<file path="config.mk">
export PLATFORM = sky130hd
export DESIGN_NAME = qdr_burst_sram
export DESIGN_NICKNAME = d
export VERILOG_FILES = /design/src/rtl/qdr_pkg.sv /design/src/rtl/qdr_slot_timer.sv /design/src/rtl/qdr_write_collect.sv /design/src/rtl/qdr_burst_array.sv /design/src/rtl/qdr_read_sched.sv /design/src/rtl/qdr_burst_sram.sv
export SDC_FILE = /design/constraint.sdc
export NUM_CORES = 1
export LEC_CHECK = 0
export BUFFER_PORTS_ARGS = -buffer_cell sky130_fd_sc_hd__clkbuf_2
export CAP_MARGIN = 20
export CORE_ASPECT_RATIO = 0.75
export CORE_MARGIN = 4
export CORE_UTILIZATION = 35
export DETAILED_ROUTE_END_ITERATION = 8
export SYNTH_ARGS = -nofsm -noshare
export SYNTH_HDL_FRONTEND = slang
export SYNTH_HIERARCHICAL = 1
export SYNTH_SLANG_ARGS = --single-unit
</file>
<file path="constraint.sdc">
create_clock -name clk -period 9.4 [get_ports clk]
set_input_delay 0.94 -clock clk [delete_from_list [all_inputs] [get_ports clk]]
set_output_delay 0.94 -clock clk [all_outputs]
set_load 0.005 [all_outputs]
</file>
<file path="src/rtl/qdr_pkg.sv">
package qdr_pkg;

    localparam int BURST_LEN  = 4;
    localparam int BEAT_W     = $clog2(BURST_LEN);
    localparam int BYTE_W     = 8;

    // Position inside the four-beat frame; even slots are rising input-clock edges
    typedef enum logic [1:0] {
        SL_RD_ADDR = 2'd0,
        SL_RD_FALL = 2'd1,
        SL_WR_ADDR = 2'd2,
        SL_WR_FALL = 2'd3
    } slot_t;

    // Write word index captured in a given slot (slot 3 -> 0 ... slot 2 -> 3)
    function automatic logic [BEAT_W-1:0] wr_beat_of(slot_t s);
        return BEAT_W'(int'(s) + 1);
    endfunction

    // Slot in which the first read word is registered onto the output
    function automatic slot_t first_read_slot(logic short_lat);
        return short_lat ? SL_WR_ADDR : SL_WR_FALL;
    endfunction

endpackage

</file>
<file path="src/rtl/qdr_slot_timer.sv">
module qdr_slot_timer
    import qdr_pkg::*;
(
    input  logic  clk,
    input  logic  rst,
    output slot_t slot
);

    always_ff @(posedge clk) begin
        if (rst) slot <= SL_RD_ADDR;
        else     slot <= slot_t'(2'(slot + 2'd1));
    end

    // one step per edge, wrapping after slot 3
    a_r1_slot_step: assert property (@(posedge clk) disable iff (rst)
        !$past(rst) |-> slot == slot_t'(2'($past(slot) + 2'd1)));

endmodule

</file>
<file path="src/rtl/qdr_write_collect.sv">
module qdr_write_collect
    import qdr_pkg::*;
#(
    parameter int AW = 4,
    parameter int NB = 2,
    localparam int W = NB * BYTE_W
) (
    input  logic                             clk,
    input  logic                             rst,
    input  slot_t                            slot,
    input  logic                             wr_sel_n,
    input  logic [AW-1:0]                    addr,
    input  logic [W-1:0]                     wdata,
    input  logic [NB-1:0]                    wbe_n,
    output logic                             commit,
    output logic [AW-1:0]                    commit_addr,
    output logic [BURST_LEN-1:0][W-1:0]      commit_data,
    output logic [BURST_LEN-1:0][NB-1:0]     commit_be_n
);

    logic                              pend;
    logic [AW-1:0]                     pend_addr;
    logic [BURST_LEN-2:0][W-1:0]       beat_d;
    logic [BURST_LEN-2:0][NB-1:0]      beat_be;
    logic                              at_wr;

    assign at_wr = (slot == SL_WR_ADDR);

    always_ff @(posedge clk) begin
        if (rst) begin
            pend      <= 1'b0;
            pend_addr <= '0;
        end else if (at_wr) begin
            pend      <= !wr_sel_n;
            pend_addr <= addr;
        end
    end

    always_ff @(posedge clk) begin
        if (!at_wr) begin
            beat_d[wr_beat_of(slot)]  <= wdata;
            beat_be[wr_beat_of(slot)] <= wbe_n;
        end
    end

    assign commit      = at_wr && pend;
    assign commit_addr = pend_addr;

    // Last word is taken straight from the inputs on the commit edge
    for (genvar k = 0; k < BURST_LEN; k++) begin : g_word
        if (k == BURST_LEN - 1) begin : g_live
            assign commit_data[k] = wdata;
            assign commit_be_n[k] = wbe_n;
        end else begin : g_held
            assign commit_data[k] = beat_d[k];
            assign commit_be_n[k] = beat_be[k];
        end
    end

    // a burst is stored exactly four beats after its address was taken
    a_r3_commit_delay: assert property (@(posedge clk) disable iff (rst)
        commit |-> $past(slot == SL_WR_ADDR && !wr_sel_n, 4));

endmodule

</file>
<file path="src/rtl/qdr_burst_array.sv">
module qdr_burst_array
    import qdr_pkg::*;
#(
    parameter int AW = 4,
    parameter int NB = 2,
    localparam int W     = NB * BYTE_W,
    localparam int WORDS = BURST_LEN << AW
) (
    input  logic                          clk,
    input  logic                          commit,
    input  logic [AW-1:0]                 commit_addr,
    input  logic [BURST_LEN-1:0][W-1:0]   commit_data,
    input  logic [BURST_LEN-1:0][NB-1:0]  commit_be_n,
    input  logic [AW+BEAT_W-1:0]          rd_word,
    output logic [W-1:0]                  rd_data
);

    logic [W-1:0] mem [WORDS];

    always_ff @(posedge clk) begin
        if (commit) begin
            for (int k = 0; k < BURST_LEN; k++) begin
                for (int b = 0; b < NB; b++) begin
                    if (!commit_be_n[k][b])
                        mem[{commit_addr, BEAT_W'(k)}][b*BYTE_W +: BYTE_W] <=
                            commit_data[k][b*BYTE_W +: BYTE_W];
                end
            end
        end
    end

    assign rd_data = mem[rd_word];

endmodule

</file>
<file path="src/rtl/qdr_read_sched.sv">
module qdr_read_sched
    import qdr_pkg::*;
#(
    parameter int AW = 4
) (
    input  logic                     clk,
    input  logic                     rst,
    input  slot_t                    slot,
    input  logic                     lat_short,
    input  logic                     rd_sel_n,
    input  logic [AW-1:0]            addr,
    output logic                     fire,
    output logic                     first_beat,
    output logic [AW+BEAT_W-1:0]     rd_word
);

    logic               req_v;
    logic [AW-1:0]      req_a;
    logic               out_v;
    logic [AW-1:0]      out_a;
    logic [BEAT_W-1:0]  out_beat;
    logic               start;

    assign start      = req_v && (slot == first_read_slot(lat_short));
    assign fire       = start || out_v;
    assign first_beat = start;
    assign rd_word    = start ? {req_a, BEAT_W'(0)} : {out_a, out_beat};

    always_ff @(posedge clk) begin
        if (rst) begin
            req_v    <= 1'b0;
            req_a    <= '0;
            out_v    <= 1'b0;
            out_a    <= '0;
            out_beat <= '0;
        end else begin
            if (slot == SL_RD_ADDR) begin
                req_v <= !rd_sel_n;
                req_a <= addr;
            end else if (start) begin
                req_v <= 1'b0;
            end
            if (start) begin
                out_v    <= 1'b1;
                out_a    <= req_a;
                out_beat <= BEAT_W'(1);
            end else if (out_v) begin
                out_beat <= out_beat + BEAT_W'(1);
                if (out_beat == BEAT_W'(BURST_LEN - 1)) out_v <= 1'b0;
            end
        end
    end

    // first word leaves 2 or 3 beats after its request, by mode
    a_r5_short_lat: assert property (@(posedge clk) disable iff (rst)
        (start && lat_short) |-> $past(slot == SL_RD_ADDR && !rd_sel_n, 2));
    a_r5_full_lat: assert property (@(posedge clk) disable iff (rst)
        (start && !lat_short) |-> $past(slot == SL_RD_ADDR && !rd_sel_n, 3));
    // a new burst never cuts into one still being sent
    a_r6_no_overlap: assert property (@(posedge clk) disable iff (rst)
        !(start && out_v));

endmodule

</file>
<file path="src/rtl/qdr_burst_sram.sv">
module qdr_burst_sram
    import qdr_pkg::*;
#(
    parameter int AW = 4,
    parameter int NB = 2,
    localparam int W = NB * BYTE_W
) (
    input  logic           clk,
    input  logic           rst,
    input  logic           lat_short,
    input  logic           rd_sel_n,
    input  logic           wr_sel_n,
    input  logic [AW-1:0]  addr,
    input  logic [W-1:0]   wdata,
    input  logic [NB-1:0]  wbe_n,
    output logic [1:0]     slot,
    output logic [W-1:0]   rdata,
    output logic           rvalid
);

    slot_t                          cur_slot;
    logic                           commit;
    logic [AW-1:0]                  commit_addr;
    logic [BURST_LEN-1:0][W-1:0]    commit_data;
    logic [BURST_LEN-1:0][NB-1:0]   commit_be_n;
    logic                           fire;
    logic                           first_beat;
    logic [AW+BEAT_W-1:0]           rd_word;
    logic [W-1:0]                   mem_rd;
    logic [W-1:0]                   byp_word;
    logic                           byp;
    logic [BEAT_W-1:0]              rbeat_q;

    qdr_slot_timer u_timer (
        .clk  (clk),
        .rst  (rst),
        .slot (cur_slot)
    );

    qdr_write_collect #(.AW(AW), .NB(NB)) u_wcol (
        .clk         (clk),
        .rst         (rst),
        .slot        (cur_slot),
        .wr_sel_n    (wr_sel_n),
        .addr        (addr),
        .wdata       (wdata),
        .wbe_n       (wbe_n),
        .commit      (commit),
        .commit_addr (commit_addr),
        .commit_data (commit_data),
        .commit_be_n (commit_be_n)
    );

    qdr_burst_array #(.AW(AW), .NB(NB)) u_array (
        .clk         (clk),
        .commit      (commit),
        .commit_addr (commit_addr),
        .commit_data (commit_data),
        .commit_be_n (commit_be_n),
        .rd_word     (rd_word),
        .rd_data     (mem_rd)
    );

    qdr_read_sched #(.AW(AW)) u_rsched (
        .clk        (clk),
        .rst        (rst),
        .slot       (cur_slot),
        .lat_short  (lat_short),
        .rd_sel_n   (rd_sel_n),
        .addr       (addr),
        .fire       (fire),
        .first_beat (first_beat),
        .rd_word    (rd_word)
    );

    // Coherency: first word of a short-latency read meets the commit of the older write
    assign byp = first_beat && commit && (commit_addr == rd_word[AW+BEAT_W-1:BEAT_W]);

    for (genvar b = 0; b < NB; b++) begin : g_byp
        assign byp_word[b*BYTE_W +: BYTE_W] = commit_be_n[0][b] ?
            mem_rd[b*BYTE_W +: BYTE_W] : commit_data[0][b*BYTE_W +: BYTE_W];
    end

    always_ff @(posedge clk) begin
        if (rst) begin
            rdata   <= '0;
            rvalid  <= 1'b0;
            rbeat_q <= '0;
        end else begin
            rvalid <= fire;
            if (fire) begin
                rdata   <= byp ? byp_word : mem_rd;
                rbeat_q <= rd_word[BEAT_W-1:0];
            end
        end
    end

    assign slot = cur_slot;

    // output word is held between bursts
    a_r7_hold: assert property (@(posedge clk) disable iff (rst)
        !rvalid |-> $stable(rdata));
    // beats start at word 0, advance by one, and end on the last word
    a_r6_first_word: assert property (@(posedge clk) disable iff (rst)
        $rose(rvalid) |-> rbeat_q == '0);
    a_r6_next_word: assert property (@(posedge clk) disable iff (rst)
        (rvalid && $past(rvalid)) |-> rbeat_q == BEAT_W'($past(rbeat_q) + 1'b1));
    a_r6_last_word: assert property (@(posedge clk) disable iff (rst)
        $fell(rvalid) |-> $past(rbeat_q) == BEAT_W'(BURST_LEN - 1));

endmodule

</file>
==> results of run 1 <==
worst reg2reg max path: stages, from the launching register on:
cell	delay (ps)
dfxtp_1	740
xor2_2	170
nand3_4	230
and2_4	370
buf_12	500
buf_4	1140
mux4_2	660
mux2i_1	190
nor2_1	80
a311oi_1	430
nor4_1	120
o21ai_0	100
a311oi_1	130
worst paths after layout:
| kind | depth (start not counted) | startpoint | to |
|---|---|---|---|
| worst min register to register | 2 | u_rsched/req_a[3] | u_rsched/out_a[3] |
| worst max register to register | 12 | u_timer/slot[0] | rdata[0] |
| worst min-delay path | 2 | u_rsched/req_a[3] | u_rsched/out_a[3] |
| worst max-delay path | 12 | u_timer/slot[0] | rdata[0] |
area by class of cell:
class                   instances  area, µm²  area share
inverters                       1       11.3    0.000232
repair buffers                 67        470     0.00967
clock inverters                77        792      0.0163
clock buffers                 127       2860      0.0588
well taps                    1638       2050      0.0421
multi-input cells             879       9370       0.193
flip-flops and latches       1114      33100       0.680
metal layers:
layer,wire length [µm],part of all wire
met5,13,0.00011
met4,3210,0.026
met3,15700,0.13
met2,53000,0.43
met1,50800,0.41
kinds of logic after synthesis:
group           count (synthesis)
flops                        1114
fa+ha+maj                       1
xor+xnor                        7
mux                           332
simple gates                  350
buf+inv                       145
compound gates                189
placed cells by master (no fill, tap or decap), types with 5 or more instances in the layout:
| master | count |
|---|---|
| edfxtp_1 | 1078 |
| nand2b_1 | 23 |
| a22o_1 | 6 |
| a221oi_1 | 21 |
| inv_6 | 6 |
| a31oi_1 | 10 |
| nor2_1 | 160 |
| clkinv_4 | 5 |
| clkbuf_2 | 45 |
| xnor2_1 | 6 |
| o21ai_0 | 24 |
| clkbuf_1 | 15 |
| buf_4 | 14 |
| a211o_1 | 9 |
| a22oi_1 | 60 |
| nand4_1 | 5 |
| and4_1 | 12 |
| clkinv_2 | 21 |
| mux4_2 | 223 |
| nand3_1 | 46 |
| mux2i_1 | 91 |
| clkinv_1 | 25 |
| bufinv_16 | 15 |
| mux2_2 | 12 |
| clkbuf_16 | 112 |
| a311oi_1 | 29 |
| nor2b_1 | 32 |
| a21oi_1 | 18 |
| a211oi_1 | 12 |
| nand2_1 | 36 |
| dfxtp_1 | 36 |
cell usage after synthesis, types with 15 or more instances:
cell type	n
buf_4	37
nand3_1	46
a21oi_1	18
a22oi_1	60
nor2_1	162
nand2_1	36
edfxtp_1	1078
nand2b_1	23
clkbuf_1	50
mux4_2	223
a311oi_1	29
dfxtp_1	36
o21ai_0	24
buf_6	15
buf_2	28
mux2i_1	91
a221oi_1	21
nor2b_1	36
power by group:
group	leakage [nW]	internal [mW]	switching (mW)
clock	1.79	2.59	1.83
combinational	2.47	0.0943	0.176
sequential	10.0	5.48	0.118
registers in the layout (all words and copies together) (netlist names):
register            flops
rdata                  16
u_rsched/out_beat       2
u_wcol/commit_be_n      6
u_wcol/commit_addr      4
u_rsched/out_v          1
u_wcol/commit_data     48
u_array/mem          1024
u_rsched/out_a          4
u_wcol/pend             1
u_rsched/req_v          1
u_rsched/req_a          4
u_timer/slot            2
rvalid                  1
metrics by stage:
stage	hold slack [ps]	setup slack, ps	cell area [µm²]	instances
3_5_place_dp	478	4110	44900	3695
5_1_grt	502	4010	48600	3903
3_3_place_gp	459	4200	44900	3694
2_1_floorplan	448	5990	43300	2138
4_1_cts	477	4440	48600	3899
6_report	487	4380	48600	3903
==> flow_summary.ini, run 1 <==
[synthesis]
synthesis.area_um2 = 43300
ys_top_cells_by_area = edfxtp_1 (75%), mux4_2 (12%), mux2i_1 (2.1%)
synthMuxAreaShare = 0.142
syn-instance-count = 2138
synth_edf_count = 1078
seq_area_frac_synth = 0.764
ys_ff_latch = 1114
synth-xor-area-share = 0.00159
synth_fp_nets = 2166
synth_warnings = 6
synth_adder_area_share = 0.000289
yosysTopAreaCell = edfxtp_1
synth_top_area_share = 0.747
avgSynthCellArea_um2 = 20.3
synth_top_family_by_area = multiplexers
synth-async-reset-ratio = 0
synth-compound-area-share = 0.0319
ys.flop_type = edfxtp_1
yosysUniqueCellTypes = 47
yosys.area_share.simple = 0.0393

[timing]
maxSlewViolCount = 0
setup_viol = 0
grt_setup_unrepaired = false
period_needed_ps = 5020
fmax_mhz = 199
hold_viol = 0
finalCritPeriodShare = 0.534
max_slew_margin = 0.200
tightest_slew_ps = 1200
finClkSkew_ps = 28.0
fin_tns_setup_ps = 0

[die]
die_h_um = 313
fp.dieW_um = 414
std_cell_rows = 111
dieArea_um2 = 130000
io_pins = 46
start_util = 0.354
core_um2 = 122000

[worst_setup_path]
cp-start-kind = flip-flop
max_stage_delay_ps = 760
critical_path_class = flip-flop to flip-flop
path_buf_inv = 2
reg2reg_slack_ps = 4380
path_delay_family = buffers and inverters
critPathMaxFanout = 108
crit_arrival_ps = 5540
required_ps = 9920
path_common_cell = a311oi_1
slowest_stage = buf_4
endpoint_kind = flip-flop
path_cells = xor2_2, nand3_4, and2_4, buf_12, buf_4, mux4_2, mux2i_1, nor2_1, a311oi_1, nor4_1, o21ai_0, a311oi_1

[routing]
drt-pass1-iter-count = 6
routed_via_density = 5.78
drcViolationCount = 0
wl_per_cell_um = 31.4
vias = 22542
drt_iter0_markers = 3352
wl_um = 123000
antenna_left = 0

[power_and_ir_drop]
peakVddDrop_mv = 0.145
p_leak_nw = 14.3
pwr_density_cell_nw_per_um2 = 212
finalPower_mw = 10.3

[grt]
grt.total_usage = 0.185
use_met3 = 0.0522
grt_overflow_total = 0
grt_antenna_before_repair = 7
grt.met2_usage = 0.268
grt_busiest_layer = met1
grt_pass1_vias = 22130
grt_max_degree = 127
met1_usage = 0.276
grt_pass1_wl_um = 172000

[cts]
clock_sinks = 1114
hold_buffers = 0
insertion_delay_ps = 690
htreeDepth = 3
clockBufferDepth = 3
root_buffer = clkbuf_16
postCtsSetupBuffers = 0
tritoncts = built
cts_buffers = 109
post_cts_resized = 0
path_clk_slew_ps = 60

[cells_and_area]
fillerInstances = 10769
final_util = 0.397
drive_above_1_share = 0.215
finalNetCount = 2200
num_antenna_cells = 0
syn2layout_area_growth_pct = 12.2

[placement]
hpwl_um = 77100
port_buffers = 45
gp_congestion = 0.908

[hold_path]
hp-class = flip-flop to flip-flop

[flow_run]
max_cap_viol_count = 0

[status]
outcome = completed
Note: power is estimated with default switching activity, not from simulation.
==> run 2, diff against run 1 <==
--- a/config.mk
+++ b/config.mk
@@ -5,6 +5,7 @@
 export SDC_FILE = /design/constraint.sdc
 export NUM_CORES = 1
 export LEC_CHECK = 0
+export ABC_AREA = 1
 export BUFFER_PORTS_ARGS = -buffer_cell sky130_fd_sc_hd__clkbuf_2
 export CAP_MARGIN = 20
 export CORE_ASPECT_RATIO = 0.75
==> constraint.sdc (replaced) <==
create_clock -name clk -period 5.1 [get_ports clk]
set_input_delay 0.51 -clock clk [delete_from_list [all_inputs] [get_ports clk]]
set_output_delay 0.51 -clock clk [all_outputs]
set_load 0.005 [all_outputs]
==> run 2 against run 1 <==
  * Maximum frequency up 29%
  * Register-to-register slack worse by 3200 ps
  * Design area up 5.4%
  * Combinational power rose to 4.9 times the previous value
  * Global-route usage up 2.2 points
  * Cell count up 48%
  * Via count up 39%
  * Synthesized cell count up 85%
  * Wire length up 19%
  * First-iteration DRC count up 38%
  * Largest cell class unchanged
==> flow_summary.ini, run 2 <==
[timing]
tightest_slew_ps = 1220
finalCritPeriodShare = 0.763
finClkSkew_ps = 22.1
grt_setup_unrepaired = false
maxSlewViolCount = 0
fmax_mhz = 257
hold_viol = 0
period_needed_ps = 3890
max_slew_margin = 0.188
fin_tns_setup_ps = 0
setup_viol = 0

[cells_and_area]
seq_area_um2 = 33100
layout_common_cells = nand2_1 (1378), edfxtp_1 (1078), nand3_1 (885)
drive_above_1_share = 0.0822
multi_input_area_um2 = 10800
top_register = u_array/mem
fillerInstances = 12158
final_cell_area_um2 = 51200
layout_commonest_cell = nand2_1
largest_reg_flops = 1024
finalNetCount = 3965
syn2layout_area_growth_pct = 11.9

[worst_setup_path]
path_buf_inv = 5
critPathMaxFanout = 155
path_common_cell = nand2_1
crit_arrival_ps = 4520
path_cells = nand2_1, inv_2, nand3_4, nand2_1, inv_8, inv_16, buf_4, nand2_1, nand3_1, nand3_1, nand2_1, nand2_1, nand3_1, nand3_1, nand2_1, nand2_1, nand3_1, nand2_1, inv_1
cp-start-kind = flip-flop
slowest_stage = dfxtp_1
max_stage_delay_ps = 670
required_ps = 5720
critical_path_class = flip-flop to flip-flop
path_delay_family = simple AND/OR/NAND/NOR gates
endpoint_kind = flip-flop

[grt]
grt_busiest_layer = met1
grt_antenna_before_repair = 17
grt.total_usage = 0.208
grt_overflow_total = 0
use_met3 = 0.0498
grt_pass1_wl_um = 207000
grt_pass1_vias = 28277
grt.met2_usage = 0.292
met1_usage = 0.317
grt_max_degree = 156

[power_and_ir_drop]
p_leak_nw = 18.1
finalPower_mw = 19.8
pwr_density_cell_nw_per_um2 = 386
peakVddDrop_mv = 0.327

[synthesis]
synth_top_area_share = 0.707
ys_top_cells_by_area = edfxtp_1 (71%), nand2_1 (11%), nand3_1 (9.7%)
synth_common_cells = nand2_1 (1378), edfxtp_1 (1078), nand3_1 (885)
ys.flop_type = edfxtp_1
syn-instance-count = 3955
synth-async-reset-ratio = 0
synth_edf_count = 1078
yosysTopAreaCell = edfxtp_1
synthesis.area_um2 = 45800
synth_fp_nets = 3983
synth_warnings = 6
yosysUniqueCellTypes = 31
ys_ff_latch = 1114
synth_most_common_cell = nand2_1
avgSynthCellArea_um2 = 11.6
seq_area_frac_synth = 0.722

[cts]
htreeDepth = 3
post_cts_resized = 0
cts_buffers = 109
hold_buffers = 0
insertion_delay_ps = 680
path_clk_slew_ps = 60
root_buffer = clkbuf_16
tritoncts = built
clockBufferDepth = 3
clock_sinks = 1114
postCtsSetupBuffers = 0

[die]
io_pins = 46
fp.dieW_um = 426
start_util = 0.354
dieArea_um2 = 137000
die_h_um = 321
std_cell_rows = 114
core_um2 = 129000

[routing]
drcViolationCount = 0
vias = 31223
routed_via_density = 5.41
wl_per_cell_um = 25.2
drt-pass1-iter-count = 6
antenna_left = 0
wl_um = 146000
drt_iter0_markers = 4617

[status]
outcome = completed

[placement]
port_buffers = 45
placed_area_um2 = 47500
gp_congestion = 0.870
hpwl_um = 86300

[flow_run]
max_cap_viol_count = 0

[hold_path]
hp-class = input pin to flip-flop
==> run 2: cell count changes after synthesis, sizes merged, moves of 21 or more <==
cell and change:
a221oi -21, a22oi -60, a311oi -29, buf +136
clkbuf -21, inv +69, mux2i -91, mux4 -224
nand2 +1350, nand2b -24, nand3 +844, nor2 +39
nor2b -36
==> run 2: worst min-delay path, delay by kind of cell <==
kind	cells	cell delay (ps)
buffers and inverters	1	80
AOI/OAI and AO/OA	1	40
and+or+nand+nor	2	100
==> run 2: layer usage <==
| layer | vias to the layer above | wire (µm) |
|---|---|---|
| met5 | - | 44 |
| met4 | 2 | 4530 |
| met3 | 237 | 17900 |
| met2 | 1935 | 61100 |
| met1 | 15340 | 62200 |
| li1 | 13709 | - |
==> run 2: cells by family after synthesis <==
logic type      count (synthesis)  synth area share
buf+inv                       332            0.0429
simple gates                 2497             0.233
compound gates                 11           0.00161
fa+ha+maj                       1          0.000273
flops                        1114             0.722
==> run 2: final timing paths <==
path                                             start           endpoint  slack, ps  depth (start not counted)
worst min-delay path                          rd_sel_n     u_rsched/req_v        100                          4
worst min register to register  u_wcol/commit_data[24]  u_array/mem[9][8]        450                          0
worst max register to register         u_timer/slot[1]           rdata[9]       1210                         19
worst max-delay path                   u_timer/slot[1]           rdata[9]       1210                         19
==> run 2: through the flow <==
stage / setup WS [ps] / hold WS (ps) / utilization / std cells
finish: 1210 / 101 / 0.396 / 5776
global route: 934 / 84.9 / 0.396 / 5771
CTS: 1290 / 67.2 / 0.395 / 5765
detailed placement: 1320 / 436 / 0.367 / 5562
global placement: 1280 / 432 / 0.366 / 5554
floorplan: 2790 / 435 / - / 3955
==> run 2: cell type report <==
class                           count  share of cell area
Sequential cell                  1114               0.646
Multi-Input combinational cell   2509               0.210
Clock buffer                      140              0.0571
Tap cell                         1740              0.0425
Timing Repair Buffer              130              0.0250
Clock inverter                     63              0.0133
Inverter                           73             0.00608
Antenna cell                        7            0.000342
==> run 2: power breakdown <==
part | internal [mW] | switching (mW) | leakage (nW)
Combinational | 0.324 | 1.01 | 6.35
Sequential | 10.1 | 0.131 | 10.0
Clock | 4.75 | 3.46 | 1.77
Total | 15.2 | 4.60 | 18.1
